File: src/rtl/gpio_bank_pkg.sv
package gpio_bank_pkg;

    localparam int ADDR_W = 13;
    localparam int DATA_W = 64;

    localparam logic [ADDR_W-1:0] OFF_RXDAT = 13'h000;
    localparam logic [ADDR_W-1:0] OFF_SET   = 13'h008;
    localparam logic [ADDR_W-1:0] OFF_CLR   = 13'h010;
    localparam logic [ADDR_W-1:0] OFF_INFO  = 13'h090;
    // configuration window 0x400..0x5FF: address bits 12:9 equal 4'h2
    localparam logic [3:0]        CFG_WIN   = 4'h2;

    typedef enum logic {
        ST_IDLE,
        ST_RESP
    } bus_state_e;

    typedef struct packed {
        logic [9:0] alt_sel;
        logic       od_en;
        logic       inv_en;
        logic       oe_en;
    } pin_cfg_t;

    function automatic logic [DATA_W-1:0] cfg_to_word(input pin_cfg_t c);
        logic [DATA_W-1:0] w;
        w        = '0;
        w[0]     = c.oe_en;
        w[1]     = c.inv_en;
        w[12]    = c.od_en;
        w[25:16] = c.alt_sel;
        return w;
    endfunction

endpackage

File: src/rtl/gpio_in_sync.sv
module gpio_in_sync #(
    parameter int WIDTH  = 16,
    parameter int STAGES = 2
) (
    input  logic             clk,
    input  logic             rst_n,
    input  logic [WIDTH-1:0] raw_in,
    output logic [WIDTH-1:0] sync_out
);

    logic [WIDTH-1:0] stage_q [STAGES];

    for (genvar s = 0; s < STAGES; s++) begin : g_stage
        if (s == 0) begin : g_first
            always_ff @(posedge clk or negedge rst_n) begin
                if (!rst_n) stage_q[s] <= '0;
                else        stage_q[s] <= raw_in;
            end
        end else begin : g_next
            always_ff @(posedge clk or negedge rst_n) begin
                if (!rst_n) stage_q[s] <= '0;
                else        stage_q[s] <= stage_q[s-1];
            end
        end
    end

    assign sync_out = stage_q[STAGES-1];

endmodule

File: src/rtl/gpio_pin_cell.sv
module gpio_pin_cell
    import gpio_bank_pkg::*;
(
    input  logic     clk,
    input  logic     rst_n,
    input  logic     cfg_we,
    input  pin_cfg_t cfg_wr,
    input  logic     set_hit,
    input  logic     clr_hit,
    input  logic     pad_sync,
    output logic     pad_oe,
    output logic     pad_out,
    output pin_cfg_t cfg_q,
    output logic     latch_q,
    output logic     rx_bit
);

    logic eff_data;
    logic alt_active;

    always_ff @(posedge clk or negedge rst_n) begin
        if (!rst_n)      cfg_q <= '0;
        else if (cfg_we) cfg_q <= cfg_wr;
    end

    always_ff @(posedge clk or negedge rst_n) begin
        if (!rst_n)       latch_q <= 1'b0;
        else if (clr_hit) latch_q <= 1'b0;
        else if (set_hit) latch_q <= 1'b1;
    end

    always_comb begin
        eff_data   = latch_q ^ cfg_q.inv_en;
        alt_active = |cfg_q.alt_sel;
        rx_bit     = pad_sync ^ cfg_q.inv_en;
        if (alt_active) begin
            pad_oe  = 1'b0;
            pad_out = 1'b0;
        end else if (cfg_q.od_en) begin
            pad_oe  = cfg_q.oe_en & ~eff_data;
            pad_out = 1'b0;
        end else begin
            pad_oe  = cfg_q.oe_en;
            pad_out = eff_data;
        end
    end

endmodule

File: src/rtl/gpio_bus_fsm.sv
module gpio_bus_fsm
    import gpio_bank_pkg::*;
#(
    parameter int         NPINS    = 16,
    parameter logic [7:0] VEC_BASE = 8'h30
) (
    input  logic                    clk,
    input  logic                    rst_n,
    input  logic                    req_valid,
    input  logic                    req_write,
    input  logic [ADDR_W-1:0]       req_addr,
    input  logic [DATA_W-1:0]       req_wdata,
    input  logic [NPINS-1:0]        rx_word,
    input  logic [NPINS-1:0]        latch_word,
    input  pin_cfg_t [NPINS-1:0]    cfg_all,
    output logic                    req_ready,
    output logic                    rsp_valid,
    output logic [DATA_W-1:0]       rsp_data,
    output logic [NPINS-1:0]        set_mask,
    output logic [NPINS-1:0]        clr_mask,
    output logic [NPINS-1:0]        cfg_we,
    output pin_cfg_t                cfg_wr
);

    localparam int IDX_W = (NPINS > 1) ? $clog2(NPINS) : 1;

    bus_state_e        state_q, state_d;
    logic              accept;
    logic              aligned;
    logic [5:0]        cfg_idx;
    logic              cfg_hit;
    logic [DATA_W-1:0] rd_word;
    logic [DATA_W-1:0] rsp_data_q;
    logic              unused_wbits;

    assign unused_wbits = ^req_wdata;

    // state register
    always_ff @(posedge clk or negedge rst_n) begin
        if (!rst_n) state_q <= ST_IDLE;
        else        state_q <= state_d;
    end

    // next state
    always_comb begin
        state_d = state_q;
        unique case (state_q)
            ST_IDLE: if (req_valid && !req_write) state_d = ST_RESP;
            ST_RESP: state_d = ST_IDLE;
        endcase
    end

    // state outputs
    always_comb begin
        unique case (state_q)
            ST_IDLE: begin req_ready = 1'b1; rsp_valid = 1'b0; end
            ST_RESP: begin req_ready = 1'b0; rsp_valid = 1'b1; end
        endcase
    end

    // address decode
    always_comb begin
        accept  = req_valid && (state_q == ST_IDLE);
        aligned = (req_addr[2:0] == 3'b000);
        cfg_idx = req_addr[8:3];
        cfg_hit = aligned && (req_addr[12:9] == CFG_WIN) &&
                  ({1'b0, cfg_idx} < 7'(NPINS));
    end

    // write strobes
    always_comb begin
        set_mask = '0;
        clr_mask = '0;
        cfg_we   = '0;
        cfg_wr   = '{alt_sel: req_wdata[25:16], od_en: req_wdata[12],
                     inv_en: req_wdata[1], oe_en: req_wdata[0]};
        if (accept && req_write) begin
            if (req_addr == OFF_SET) set_mask = req_wdata[NPINS-1:0];
            if (req_addr == OFF_CLR) clr_mask = req_wdata[NPINS-1:0];
            if (cfg_hit)             cfg_we[cfg_idx[IDX_W-1:0]] = 1'b1;
        end
    end

    // read selection
    always_comb begin
        rd_word = '0;
        if (cfg_hit) begin
            rd_word = cfg_to_word(cfg_all[cfg_idx[IDX_W-1:0]]);
        end else if (req_addr == OFF_RXDAT) begin
            rd_word[NPINS-1:0] = rx_word;
        end else if (req_addr == OFF_SET) begin
            rd_word[NPINS-1:0] = latch_word;
        end else if (req_addr == OFF_INFO) begin
            rd_word[7:0]  = 8'(NPINS);
            rd_word[15:8] = VEC_BASE;
        end
    end

    always_ff @(posedge clk or negedge rst_n) begin
        if (!rst_n)                      rsp_data_q <= '0;
        else if (accept && !req_write)   rsp_data_q <= rd_word;
    end

    assign rsp_data = rsp_data_q;

endmodule

File: src/rtl/gpio_bank.sv
module gpio_bank
    import gpio_bank_pkg::*;
#(
    parameter int         NPINS       = 16,
    parameter logic [7:0] VEC_BASE    = 8'h30,
    parameter int         SYNC_STAGES = 2
) (
    input  logic              clk,
    input  logic              rst_n,
    input  logic              req_valid,
    input  logic              req_write,
    input  logic [12:0]       req_addr,
    input  logic [63:0]       req_wdata,
    output logic              req_ready,
    output logic              rsp_valid,
    output logic [63:0]       rsp_data,
    input  logic [NPINS-1:0]  pin_in,
    output logic [NPINS-1:0]  pin_oe,
    output logic [NPINS-1:0]  pin_out
);

    logic [NPINS-1:0]     pin_sync;
    logic [NPINS-1:0]     rx_word;
    logic [NPINS-1:0]     latch_q;
    logic [NPINS-1:0]     set_mask;
    logic [NPINS-1:0]     clr_mask;
    logic [NPINS-1:0]     cfg_we;
    logic [NPINS-1:0]     od_vec;
    logic [NPINS-1:0]     oe_vec;
    logic [NPINS-1:0]     alt_vec;
    pin_cfg_t             cfg_wr;
    pin_cfg_t [NPINS-1:0] cfg_all;

    gpio_in_sync #(
        .WIDTH  (NPINS),
        .STAGES (SYNC_STAGES)
    ) u_sync (
        .clk      (clk),
        .rst_n    (rst_n),
        .raw_in   (pin_in),
        .sync_out (pin_sync)
    );

    gpio_bus_fsm #(
        .NPINS    (NPINS),
        .VEC_BASE (VEC_BASE)
    ) u_bus (
        .clk        (clk),
        .rst_n      (rst_n),
        .req_valid  (req_valid),
        .req_write  (req_write),
        .req_addr   (req_addr),
        .req_wdata  (req_wdata),
        .rx_word    (rx_word),
        .latch_word (latch_q),
        .cfg_all    (cfg_all),
        .req_ready  (req_ready),
        .rsp_valid  (rsp_valid),
        .rsp_data   (rsp_data),
        .set_mask   (set_mask),
        .clr_mask   (clr_mask),
        .cfg_we     (cfg_we),
        .cfg_wr     (cfg_wr)
    );

    for (genvar i = 0; i < NPINS; i++) begin : g_pin
        gpio_pin_cell u_cell (
            .clk      (clk),
            .rst_n    (rst_n),
            .cfg_we   (cfg_we[i]),
            .cfg_wr   (cfg_wr),
            .set_hit  (set_mask[i]),
            .clr_hit  (clr_mask[i]),
            .pad_sync (pin_sync[i]),
            .pad_oe   (pin_oe[i]),
            .pad_out  (pin_out[i]),
            .cfg_q    (cfg_all[i]),
            .latch_q  (latch_q[i]),
            .rx_bit   (rx_word[i])
        );
        assign od_vec[i]  = cfg_all[i].od_en;
        assign oe_vec[i]  = cfg_all[i].oe_en;
        assign alt_vec[i] = |cfg_all[i].alt_sel;
    end

endmodule

File: config.mk
export PLATFORM = sky130hd
export DESIGN_NAME = gpio_bank
export DESIGN_NICKNAME = d
export VERILOG_FILES = /design/src/rtl/gpio_bank_pkg.sv /design/src/rtl/gpio_in_sync.sv /design/src/rtl/gpio_pin_cell.sv /design/src/rtl/gpio_bus_fsm.sv /design/src/rtl/gpio_bank.sv
export SDC_FILE = /design/constraint.sdc
export NUM_CORES = 1
export LEC_CHECK = 0
export ABC_AREA = 1
export BUFFER_PORTS_ARGS = -buffer_cell sky130_fd_sc_hd__buf_2
export CORE_ASPECT_RATIO = 1.75
export CORE_MARGIN = 3
export CORE_UTILIZATION = 50
export DETAILED_ROUTE_END_ITERATION = 10
export PLACE_DENSITY_LB_ADDON = 0.15
export SLEW_MARGIN = 25
export SYNTH_ARGS = -nofsm -noshare
export SYNTH_HDL_FRONTEND = slang
export SYNTH_SLANG_ARGS = --single-unit
File: constraint.sdc
create_clock -name clk -period 2.15 [get_ports clk]
set_input_delay 0.1075 -clock clk [delete_from_list [all_inputs] [get_ports clk]]
set_output_delay 0.1075 -clock clk [all_outputs]
set_load 0.05 [all_outputs]
# After elaboration in Yosys (flattened, before gate mapping)

Index checks and enable logic that the tools add are counted.

Register bits after elaboration: 321
Output and inout port bits: 98

Magnitude comparators: 3
Equal/unequal tests: 4
Multiplexer cells: 115
Bitwise logic cells: 65
Reductions and logical operators: 42

Operator list:

| cell                                                                                | count |
|---|---|
| 10-bit OR reduction                                                                 | 16 |
| 16-bit 2-to-1 mux                                                                   | 9 |
| 1-bit 2-to-1 mux                                                                    | 98 |
| 13-bit binary-select mux with 4-bit select                                          | 1 |
| 2-bit nonzero test                                                                  | 16 |
| 1-bit bitwise XOR                                                                   | 32 |
| 1-bit inverter                                                                      | 17 |
| 1-bit bitwise AND                                                                   | 16 |
| 14-bit 2-to-1 mux                                                                   | 1 |
| 13-bit by 4-bit equality test with 1-bit output, second input constant              | 1 |
| 13-bit by 5-bit equality test with 1-bit output, second input constant              | 1 |
| 13-bit by 8-bit equality test with 1-bit output, second input constant              | 1 |
| 13-bit logical NOT                                                                  | 1 |
| 13-bit 2-to-1 mux                                                                   | 1 |
| 10-bit 2-to-1 mux                                                                   | 1 |
| 1-bit logical AND                                                                   | 7 |
| 6-bit by 5-bit less-than comparator with 1-bit output, second input constant        | 1 |
| 1-bit one-hot mux with 2 select lines                                               | 3 |
| 4-bit by 5-bit less-than comparator with 1-bit output, second input constant        | 1 |
| 1-bit demux with 4-bit select                                                       | 1 |
| 4-bit by 2-bit equality test with 1-bit output, second input constant               | 1 |
| 4-bit by 1-bit greater-or-equal comparator with 1-bit output, second input constant | 1 |
| 3-bit logical NOT                                                                   | 1 |
| 1-bit logical NOT                                                                   | 1 |

# Depth between registers and ports, before layout

Gate-level depths: netlist of run 1.

Word-level depth: 6
Depth in mapped cells: 11
Depth with buffers taken out: 10

# Hierarchy

A second synthesis of run 1 with hierarchy kept.

Cell total of the unflattened synthesis: 1,819
Area total of the unflattened synthesis: 14,818.0 um^2

Modules (own cells, without submodules):

| module        | times used | cells an instance | area an instance (um^2) |
|---|---|---|---|
| gpio_pin_cell | 16         | 65                | 620.6 |
| gpio_bus_fsm  | 1          | 731               | 3,967.6 |
| gpio_in_sync  | 1          | 48                | 920.9 |

# Worst setup path after synthesis of run 1

OpenSTA, ideal clock, no wires.

Path type: register to register
From: reg u_bus.state_q
To: reg g_pin[0].u_cell.latch_q
Setup time: 0.119 ns
Data arrival time: 1.839 ns
Required time: 2.031 ns
Setup slack: 0.192 ns
Stages on the path, launching flop included: 9
Buffers on the path: 2
Cells stage by stage: dfrtp_1 -> inv_2 -> nand3_2 -> inv_2 -> buf_6 -> buf_2 -> nand2_1 -> o22ai_1 -> inv_1

Word-level cells in the longest chain between the ends: 5
Elaborated cells on any way between the ends: 7
Classes of those cells: 3 x mux; 1 x bitwise; 3 x reduce/logical

Ends and longest elaborated chain:

| element                                                | line                | text |
|---|---|---|
| start: declaration                                     | gpio_bus_fsm.sv:27  | `bus_state_e state_q, state_d;` |
| start signal: assignment                               | gpio_bus_fsm.sv:41  | `else state_q <= state_d;` |
| 1-bit inverter *                                       | gpio_bus_fsm.sv:63  | `accept = req_valid && (state_q == ST_IDLE);` |
| 1-bit logical AND *                                    | gpio_bus_fsm.sv:63  |  |
| 1-bit logical AND *                                    | gpio_bus_fsm.sv:77  | `if (accept && req_write) begin` |
| 16-bit 2-to-1 mux                                      | gpio_bus_fsm.sv:77  |  |
| 1-bit 2-to-1 mux or 2-bit nonzero test (tied branches) | --                  |  |
| end signal: assignment                                 | gpio_pin_cell.sv:27 | `if (!rst_n) latch_q <= 1'b0;` |
| end signal: assignment                                 | gpio_pin_cell.sv:28 | `else if (clr_hit) latch_q <= 1'b0;` |
| end signal: assignment                                 | gpio_pin_cell.sv:29 | `else if (set_hit) latch_q <= 1'b1;` |
| end: declaration                                       | gpio_pin_cell.sv:14 | `output logic latch_q,` |

Mark *: on every way between the ends. The rest lies on a longest branch, timed or not.
A chain may end at the register's enable or synchronous reset.

# Worst setup path after layout of run 1

From: reg g_pin[7].u_cell.cfg_q[6] (netlist name)
To: out pin_out[7]

Word-level cells in the longest chain between the ends: 2

Ends and longest elaborated chain:

| element                  | line                | text |
|---|---|---|
| start: declaration       | gpio_pin_cell.sv:13 | `output pin_cfg_t cfg_q,` |
| start signal: assignment | gpio_pin_cell.sv:23 | `else if (cfg_we) cfg_q <= cfg_wr;` |
| 10-bit OR reduction      | gpio_pin_cell.sv:34 | `alt_active = \|cfg_q.alt_sel;` |
| 1-bit 2-to-1 mux         | gpio_pin_cell.sv:36 | `if (alt_active) begin` |
| end: declaration         | gpio_bank.sv:19     | `output logic [NPINS-1:0] pin_out` |

Every way passes these cells.

==> results of run 1 <==
state kept, by name (all words and copies together), names as in the netlist:
| register | flops |
|---|---|
| g_pin.u_cell.cfg_q | 208 |
| g_pin.u_cell.latch_q | 16 |
| u_bus.rsp_data | 26 |
| u_bus.state_q | 1 |
| u_sync.stage_q | 16 |
| u_sync.sync_out | 16 |
cell usage after synthesis (2+ instances only):
master	count	share of area [%]
a21oi_1	10	0.34
buf_1	7	0.18
buf_2	32	1.1
buf_4	77	4.0
buf_6	19	1.5
clkbuf_1	35	0.90
dfrtp_1	283	49
inv_1	81	2.1
inv_2	10	0.26
inv_4	2	0.086
nand2_1	663	17
nand2_2	4	0.17
nand2_4	3	0.23
nand3_1	106	3.6
nand3_2	3	0.21
nand3_4	5	0.60
nand4_1	18	0.77
nand4_4	8	1.2
nor2_1	34	0.88
nor2_2	2	0.086
nor2_4	11	0.85
nor2_8	3	0.41
nor3_1	19	0.65
nor4_1	32	1.4
o21ai_0	118	4.1
o21ai_1	151	5.2
o21ai_2	22	1.3
o22ai_1	3	0.13
xnor2_1	31	1.9
placed cells by master (no fill, tap or decap), drive strengths merged, types with 3 or more instances in the layout:
master       instances
a21oi               10
nand4               26
buf                154
nand2              670
xnor2               31
inv                 94
clkinv               7
nor4                32
dlygate4sd3         43
o22ai                3
nor3                19
conb                38
nor2                50
nand3              114
clkbuf              44
dfrtp              283
o21ai              291
cell families (layout without fill, tap and decap cells):
family / count (synthesis) / after routing / synth area share, %
AND/OR/NAND/NOR: 912 / 912 / 28.17
AO/OA/AOI/OAI: 305 / 305 / 11.09
flip-flops: 283 / 283 / 48.61
buffers and inverters: 264 / 345 / 10.19
XOR/XNOR: 32 / 32 / 1.924
other: 1 / 39 / 0.02574
power groups by stage:
stage	registers (W)	clock network [W]	logic, W
global route	0.00538	0.00550	0.000949
detailed placement	0.00548	0	0.000822
floorplan	0.00548	0	0.000495
CTS	0.00538	0.00528	0.000885
global placement	0.00548	0	0.000817
finish	0.00538	0.00524	0.000888
routing by layer:
metal  vias up  part of all wire (%)  track usage [%]
li1       5935                     -                -
met1      5950                    39            36.97
met2       526                    50            49.19
met3       111                   6.5            2.949
met4         0                   5.2            13.84
met5         -                     0                0
stage by stage:
stage | TNS, ns | worst slack (ns)
finish | -0.02252 | -0.02252
global route | -0.05652 | -0.05077
CTS | 0 | 0.002967
detailed placement | 0 | 0.07115
global placement | 0 | 0.1527
floorplan | 0 | 0.1921
layout make-up:
class / instances / share of cell area (%)
inverter: 93 / 2.106
timing repair buffer: 200 / 8.864
clock buffer: 41 / 5.180
clock inverter: 11 / 0.6847
multi-input combinational: 1287 / 38.20
sequential: 283 / 42.13
antenna: 1 / 0.01489
tap: 378 / 2.813
critical path: cells and delay by family (launching register included):
kind,cells,cell delay (ns)
AND/OR/NAND/NOR,3,0.87
buffers and inverters,1,0.20
flip-flops,1,0.43
what timing repair did:
item / CTS / global route
hold endpoints to repair: 366 / 0
hold buffers: 43 / 0
pin swaps: 2 / 9
resized for setup: 29 / 46
buffers inserted: 1 / 2
endpoints found under the setup margin: 17 / 31
cloned: 0 / 0
path summary, 6_finish.rpt:
path	end	slack [ns]	cells past startpoint
worst min register to register	u_sync.sync_out[3]	0.35	0
worst max-delay path	pin_out[7]	-0.02	4
min in group clk	u_bus.rsp_data[4]	0.10	7
max in group asynchronous	g_pin[7].u_cell.cfg_q[6]	1.27	3
worst max register to register	g_pin[2].u_cell.cfg_q[6]	0.22	7
worst min-delay path	u_sync.stage_q[31]	0.09	2
==> flow_summary.yaml, run 1 <==
synthesis:
  async_flop_share_pct: 100.0
  synthCells: 1797
  synth_edf_count: 0
  synth_ff_type: "dfrtp_1"
  netlist_area_mm2: 0.01457
  yosys_warnings: 0
  ys_seq_area_share_pct: 48.61
  yosysUniqueCellTypes: 34
  syn_avg_cell_area_um2: 8.107
  yosys_register_bits: 283
floorplan:
  coreArea_mm2: 0.02873
  die_h_um: 231.8
  die_x_um: 135.0
  std_cell_rows: 82
  start_util_pct: 50.71
  io_pins: 195
  dieArea_mm2: 0.03130
final_layout:
  fin_area_mm2: 0.01681
  finalNetCount: 1990
  seq_area_mm2: 0.007083
  drive_gt1_share_pct: 16.66
  nFillCells: 2665
  multi_input_area_mm2: 0.006422
  area_growth_pct: 15.39
  fin_util_pct: 58.52
  instances_no_fill: 2294
global_routing:
  grt_pass1_vias: 11930
  overflow: 0
  grt_use_total_pct: 28.94
  antenna_found_initial: 1
  grt_pass1_wl_um: 69700
  grt_max_degree: 68
clocking:
  clk_pin_slew_ns: 0.06
  cts_root_buf: "clkbuf_16"
  cts.sinks: 283
  cts_max_level: 1
  clk_latency_ns: 0.56
  cts_tree: "yes"
  cts-buffers-inserted: 28
  cts_buffer_depth: 3
sta:
  slew_viol_final: 0
  hold-worst-slack_ns: 0.09101
  fin_crit_sh_pct: 101.0
  setup_slack_ns: -0.02252
  fmax_mhz: 460.3
  hold_viol_final: 0
  rsz0062_at_grt: "yes"
  setup-violations-final: 1
  skew_ns: 0.01761
  layout_min_cycle_time_ns: 2.173
  worst_slew_pin_slew_ns: 0.8258
  slew_headroom_pct: 44.89
pwr:
  p_sw_w: 0.002896
  p_seq_share_pct: 46.8
  power_w: 0.01150
  p_clk_share_pct: 45.5
  comb_power_share_pct: 7.7
  p_int_w: 0.008609
  power_density_mw_per_mm2: 684.4
  swShare_pct: 25.17
  vdd_drop_max_uv: 544.7
  cellLeakagePower_nw: 8.415
drt:
  drt_pass1_iterations: 5
  drc: 0
  drtIter0Drc: 1022
  routed_wl_um: 45490
  avgViaCountPerCell: 5.459
  num_vias: 12520
  final_antenna_net_count: 0
  routedWlPerCell_um: 19.83
outcome:
  outcome: "finished with violations"
  violations: "negative setup slack"
placed_design:
  routabilityCongestion: 0.9309
  hpwlAfterDp_um: 32310
  placed_cell_area_mm2: 0.01502
  io_buffers: 118
  post-place-cells: 2195
job:
  cap_violations: 0
hold_path:
  worstHoldPathType: "in -> async"
worst_setup_path:
  crit_start: "g_pin[7].u_cell.cfg_q[6]"
  startpoint_type: "flip-flop"
  critPathKind: "reg -> out"
  cpPeakStageDelay_ns: 0.43
  r2r_start: "u_bus.state_q"
  arrival_ns: 2.07
  crit_path_end_kind: "output port"
  crit_path_max_fanout: 3
  crit_path_top_delay_cell: "dfrtp_2"
  crit_chain: "nor4_4 > nand4_1 > nor3_2 > buf_6"
  critPathRequiredTime_ns: 2.04
Note: power is estimated with default switching activity, not from simulation.
==> inputs of run 2 (changes only) <==
==> constraint.sdc (replaced) <==
create_clock -name clk -period 2.25 [get_ports clk]
set_input_delay 0.45 -clock clk [delete_from_list [all_inputs] [get_ports clk]]
set_output_delay 0.45 -clock clk [all_outputs]
set_load 0.05 [all_outputs]
==> run 2 against run 1 <==
Against the previous run: the flow still finishes with violations (negative setup slack); die area unchanged; sequential power is 4.5% lower; hold slack lost 0.069 ns; setup slack got worse by 0.19 ns; total power shrank 7.0%; clock skew is 0.0044 ns higher; critical endpoint is now pin_out[3]; largest cell class unchanged.
==> flow_summary.yaml, run 2 (synthesis gave the netlist of run 1 again) <==
worst_setup_path:
  crit_chain: "nor4_2 > nand4_1 > buf_6 > nor3_4 > buf_6 > buf_8"
  critPathRequiredTime_ns: 1.80
  crit_path_top_delay_cell: "dfrtp_1"
  cpPeakStageDelay_ns: 0.39
  critPathKind: "reg -> out"
  startpoint_type: "flip-flop"
  crit_family: "simple AND/OR/NAND/NOR gates"
  arrival_ns: 2.01
  crit_path_max_fanout: 2
  crit_path_end_kind: "output port"
  path_common_cell: "buf_6"
  r2r_slack_ns: 0.31
  path_buf_inv: 3
clocking:
  cts_buffer_depth: 3
  cts.sinks: 283
  cts_max_level: 1
  cts-buffers-inserted: 27
  clk_latency_ns: 0.55
  clk_pin_slew_ns: 0.06
  cts_root_buf: "clkbuf_16"
  cts_tree: "yes"
outcome:
  violations: "negative setup slack"
  outcome: "finished with violations"
final_layout:
  final_common_cell: "nand2_1"
  antennaDiodeCount: 0
  instances_no_fill: 2305
  largest_register_ffs: 208
  area_growth_pct: 18.17
  fin_util_pct: 59.93
  final_cell_mix: "nand2_1, dfrtp_1, o21ai_1"
  drive_gt1_share_pct: 20.50
  registers.top_by_ff_count: "g_pin.u_cell.cfg_q"
  finalNetCount: 2006
  fin_area_mm2: 0.01722
global_routing:
  antenna_found_initial: 0
  grt_use_total_pct: 29.14
  grt_max_degree: 74
  grt_pass1_wl_um: 69830
  overflow: 0
  grt_pass1_vias: 12150
drt:
  routed_wl_um: 45950
  drtIter0Drc: 996
  final_antenna_net_count: 0
  drt_pass1_iterations: 5
  avgViaCountPerCell: 5.438
  routedWlPerCell_um: 19.93
  drc: 0
  num_vias: 12540
pwr:
  p_seq_share_pct: 48.0
  comb_power_share_pct: 7.9
  p_sw_w: 0.002687
  p_clk_share_pct: 44.1
  power_density_mw_per_mm2: 621.7
  vdd_drop_max_uv: 581.4
  swShare_pct: 25.11
  cellLeakagePower_nw: 8.631
  p_int_w: 0.008017
floorplan:
  std_cell_rows: 82
  start_util_pct: 50.71
  io_pins: 195
  die_h_um: 231.8
  dieArea_mm2: 0.03130
  die_x_um: 135.0
  coreArea_mm2: 0.02873
sta:
  skew_ns: 0.02200
  layout_min_cycle_time_ns: 2.463
  slew_headroom_pct: 48.52
  worst_slew_pin_slew_ns: 0.7714
  fin_crit_sh_pct: 109.5
  rsz0062_at_grt: "yes"
  slew_viol_final: 0
  setup_slack_ns: -0.2130
  hold_viol_final: 0
  fmax_mhz: 406.0
  setup-violations-final: 21
job:
  cap_violations: 0
placed_design:
  placed_cell_area_mm2: 0.01522
  post-place-cells: 2220
  hpwlAfterDp_um: 32590
  routabilityCongestion: 0.9084
  io_buffers: 118
hold_path:
  worstHoldPathType: "in -> reg"
-- run 2: repair_timing --
item | 4_1_cts | 5_1_grt
buffers inserted | 19 | 6
hold endpoints to repair | 73 | 0
setup endpoints to repair | 32 | 32
pin swaps | 28 | 26
gates resized for setup | 120 | 48
hold buffers | 13 | 0
-- run 2: routing by layer --
layer  wire length, um  GRT usage, %  part of all wire, %
met5                 0             0                    0
met4              3080         16.80                  6.7
met1             17610         36.30                   38
met2             22470         48.95                   49
met3              2783         3.231                  6.1
-- run 2: layout make-up --
class | instances | area (um^2)
multi-input combinational | 1287 | 6700
sequential | 283 | 7084
tap | 378 | 473.0
timing repair buffer | 217 | 1712
clock inverter | 9 | 126.4
clock buffer | 38 | 767.0
inverter | 93 | 354.1
fill | 2598 | 11510
-- run 2: final timing paths --
check | from | end | cells past startpoint
worst max-delay path | g_pin[3].u_cell.cfg_q[6] | pin_out[3] | 6
worst min register to register | u_sync.stage_q[23] | u_sync.sync_out[7] | 0
worst min-delay path | pin_in[11] | u_sync.stage_q[27] | 1
worst max register to register | u_bus.state_q | g_pin[2].u_cell.cfg_q[7] | 7
min in group asynchronous | rst_n | g_pin[9].u_cell.cfg_q[1] | 2
max in group asynchronous | rst_n | g_pin[6].u_cell.cfg_q[11] | 3
-- run 2: power by group through the flow --
stage          clock network [W]  registers, W  logic [W]
3_5_place_dp                   0       0.00524   0.000807
6_report                 0.00472       0.00514   0.000840
2_1_floorplan                  0       0.00523   0.000473
3_3_place_gp                   0       0.00524   0.000805
5_1_grt                  0.00495       0.00514   0.000896
4_1_cts                  0.00479       0.00514   0.000835
-- run 2: through the flow --
step / power, W / TNS (ns) / worst slack, ns / hold slack [ns]
after global placement: 0.006041 / 0 / 0.08966 / 0.3337
final: 0.01070 / -1.666 / -0.2130 / 0.02166
after CTS: 0.01077 / -2.469 / -0.2955 / 0.003067
after floorplan: 0.005706 / 0 / 0.2921 / 0.1544
after global routing: 0.01099 / -3.596 / -0.3137 / 0.01225
after detailed placement: 0.006042 / 0 / 0.05756 / 0.3356
==> inputs of run 3 (changes only) <==
Settings changed: CELL_PAD_IN_SITES_DETAIL_PLACEMENT from default to 0, CELL_PAD_IN_SITES_GLOBAL_PLACEMENT from default to 1, CORE_UTILIZATION 50 to 43, TNS_END_PERCENT from default to 10.
==> run 3 against run 2 <==
Against the previous run: the run still ends with negative setup slack left; critical path type unchanged; die area up 16%; largest cell class unchanged; core utilization down 8.6 points; via count down 2.2%; routed wire length up 3.4%.
==> flow_summary.yaml, run 3 (synthesis gave the netlist of run 1 again) <==
floorplan:
  dieArea_mm2: 0.03621
  coreArea_mm2: 0.03325
  die_h_um: 249.5
  start_util_pct: 43.81
  io_pins: 195
  die_x_um: 145.1
  std_cell_rows: 88
hold_path:
  hold_start: "pin_in[12]"
  hold_depth: 1
  whs_endpoint: "u_sync.stage_q[28]"
  worstHoldPathType: "in -> reg"
worst_setup_path:
  crit_chain: "nor4_2 > buf_4 > nand4_1 > nor3_2 > buf_6"
  critPathKind: "reg -> out"
  crit_path_top_delay_cell: "dfrtp_1"
  cpPeakStageDelay_ns: 0.41
  crit_path_end_kind: "output port"
  r2r_start: "u_bus.state_q"
  startpoint_type: "flip-flop"
  crit_path_max_fanout: 3
  critPathRequiredTime_ns: 1.80
  arrival_ns: 2.02
  r2r_slack_ns: 0.45
  timing.rr.end: "g_pin[14].u_cell.cfg_q[9]"
  reg2reg_depth: 7
clocking:
  cts_tree: "yes"
  clk_pin_slew_ns: 0.07
  cts_root_buf: "clkbuf_16"
  cts.sinks: 283
  clk_latency_ns: 0.57
  cts-buffers-inserted: 28
  cts_buffer_depth: 3
  cts_max_level: 1
drt:
  avgViaCountPerCell: 5.195
  drtIter0Drc: 933
  routedWlPerCell_um: 20.13
  drc: 0
  num_vias: 12260
  routed_wl_um: 47510
  drt_pass1_iterations: 5
  final_antenna_net_count: 0
global_routing:
  grt_max_degree: 71
  grt_use_total_pct: 25.69
  overflow: 0
  grt_pass1_wl_um: 72620
  grt_pass1_vias: 11840
  antenna_found_initial: 0
sta:
  slew_viol_final: 0
  worst_slew_pin_slew_ns: 0.7076
  setup_slack_ns: -0.2170
  skew_ns: 0.02069
  fin_crit_sh_pct: 109.6
  hold_viol_final: 0
  slew_headroom_pct: 52.77
  rsz0062_at_grt: "yes"
  fmax_mhz: 405.4
  fin_setup_tns_ns: -3.274
  layout_min_cycle_time_ns: 2.467
  setup-violations-final: 26
final_layout:
  largest_register_ffs: 208
  finalNetCount: 1985
  antennaDiodeCount: 0
  drive_gt1_share_pct: 18.38
  final_common_cell: "nand2_1"
  fin_util_pct: 51.32
  instances_no_fill: 2360
  area_growth_pct: 17.13
  final_cell_mix: "nand2_1, dfrtp_1, o21ai_1"
  registers.top_by_ff_count: "g_pin.u_cell.cfg_q"
pwr:
  power_density_mw_per_mm2: 638.0
  cellLeakagePower_nw: 8.452
  vdd_drop_max_uv: 580.1
  power_w: 0.01089
outcome:
  violations: "negative setup slack"
  outcome: "finished with violations"
placed_design:
  routabilityCongestion: 0.8465
  hpwlAfterDp_um: 33500
  io_buffers: 118
  post-place-cells: 2290
job:
  cap_violations: 0
[run 3: stage by stage]
step / worst slack (ns) / hold slack, ns / cell area (um^2)
after floorplan: 0.2921 / 0.1544 / 14710
after global placement: 0.09828 / 0.3328 / 15380
after detailed placement: 0.09600 / 0.3347 / 15380
after CTS: -0.2663 / 0.01115 / 16860
after global routing: -0.3135 / 0.008117 / 17070
final: -0.2170 / 0.03691 / 17070
[run 3: final cells by class]
cell class | count | area (um^2)
fill | 3257 | 16190
clock inverter | 10 | 102.6
sequential | 283 | 7083
multi-input combinational | 1287 | 6497
timing repair buffer | 195 | 1620
inverter | 93 | 354.1
tap | 450 | 563.0
clock buffer | 42 | 844.6
[run 3: critical path: cells and delay by family, from the launching register on]
kind | cells | cell delay [ns]
AND/OR/NAND/NOR | 3 | 0.69
buffers and inverters | 2 | 0.35
flip-flops | 1 | 0.41
[run 3: timing repair]
action	CTS	global route
hold buffers	16	0
endpoints found under the hold margin	58	0
gates resized for setup	92	40
pin swaps	9	9
setup buffers	1	1
setup endpoints to repair	32	32
[run 3: worst max-delay path by stage]
| stage | startpoint | endpoint | cells past startpoint |
|---|---|---|---|
| 3_3_place_gp | g_pin[0].u_cell.cfg_q[5] | pin_out[0] | 6 |
| 6_report | g_pin[6].u_cell.cfg_q[9] | pin_out[6] | 5 |
| 4_1_cts | g_pin[6].u_cell.cfg_q[9] | pin_out[6] | 5 |
| 2_1_floorplan | u_bus.state_q | g_pin[0].u_cell.latch_q | 8 |
| 5_1_grt | g_pin[4].u_cell.cfg_q[9] | pin_oe[4] | 5 |
| 3_5_place_dp | req_addr[3] | g_pin[11].u_cell.cfg_q[12] | 8 |
[run 3: per-layer routing]
| metal | wire (um) | GRT usage [%] |
|---|---|---|
| met2 | 24850 | 46.48 |
| met1 | 18960 | 32.16 |
| met5 | 0 | 0 |
| met4 | 1559 | 8.313 |
| met3 | 2132 | 2.707 |
[run 3: where the power goes]
part	switching, W	leakage (nW)	total, W	internal (W)
logic	0.000659	4.23	0.000842	0.000183
clock network	0.00209	0.471	0.00491	0.00282
registers	0.0000177	3.75	0.00514	0.00512
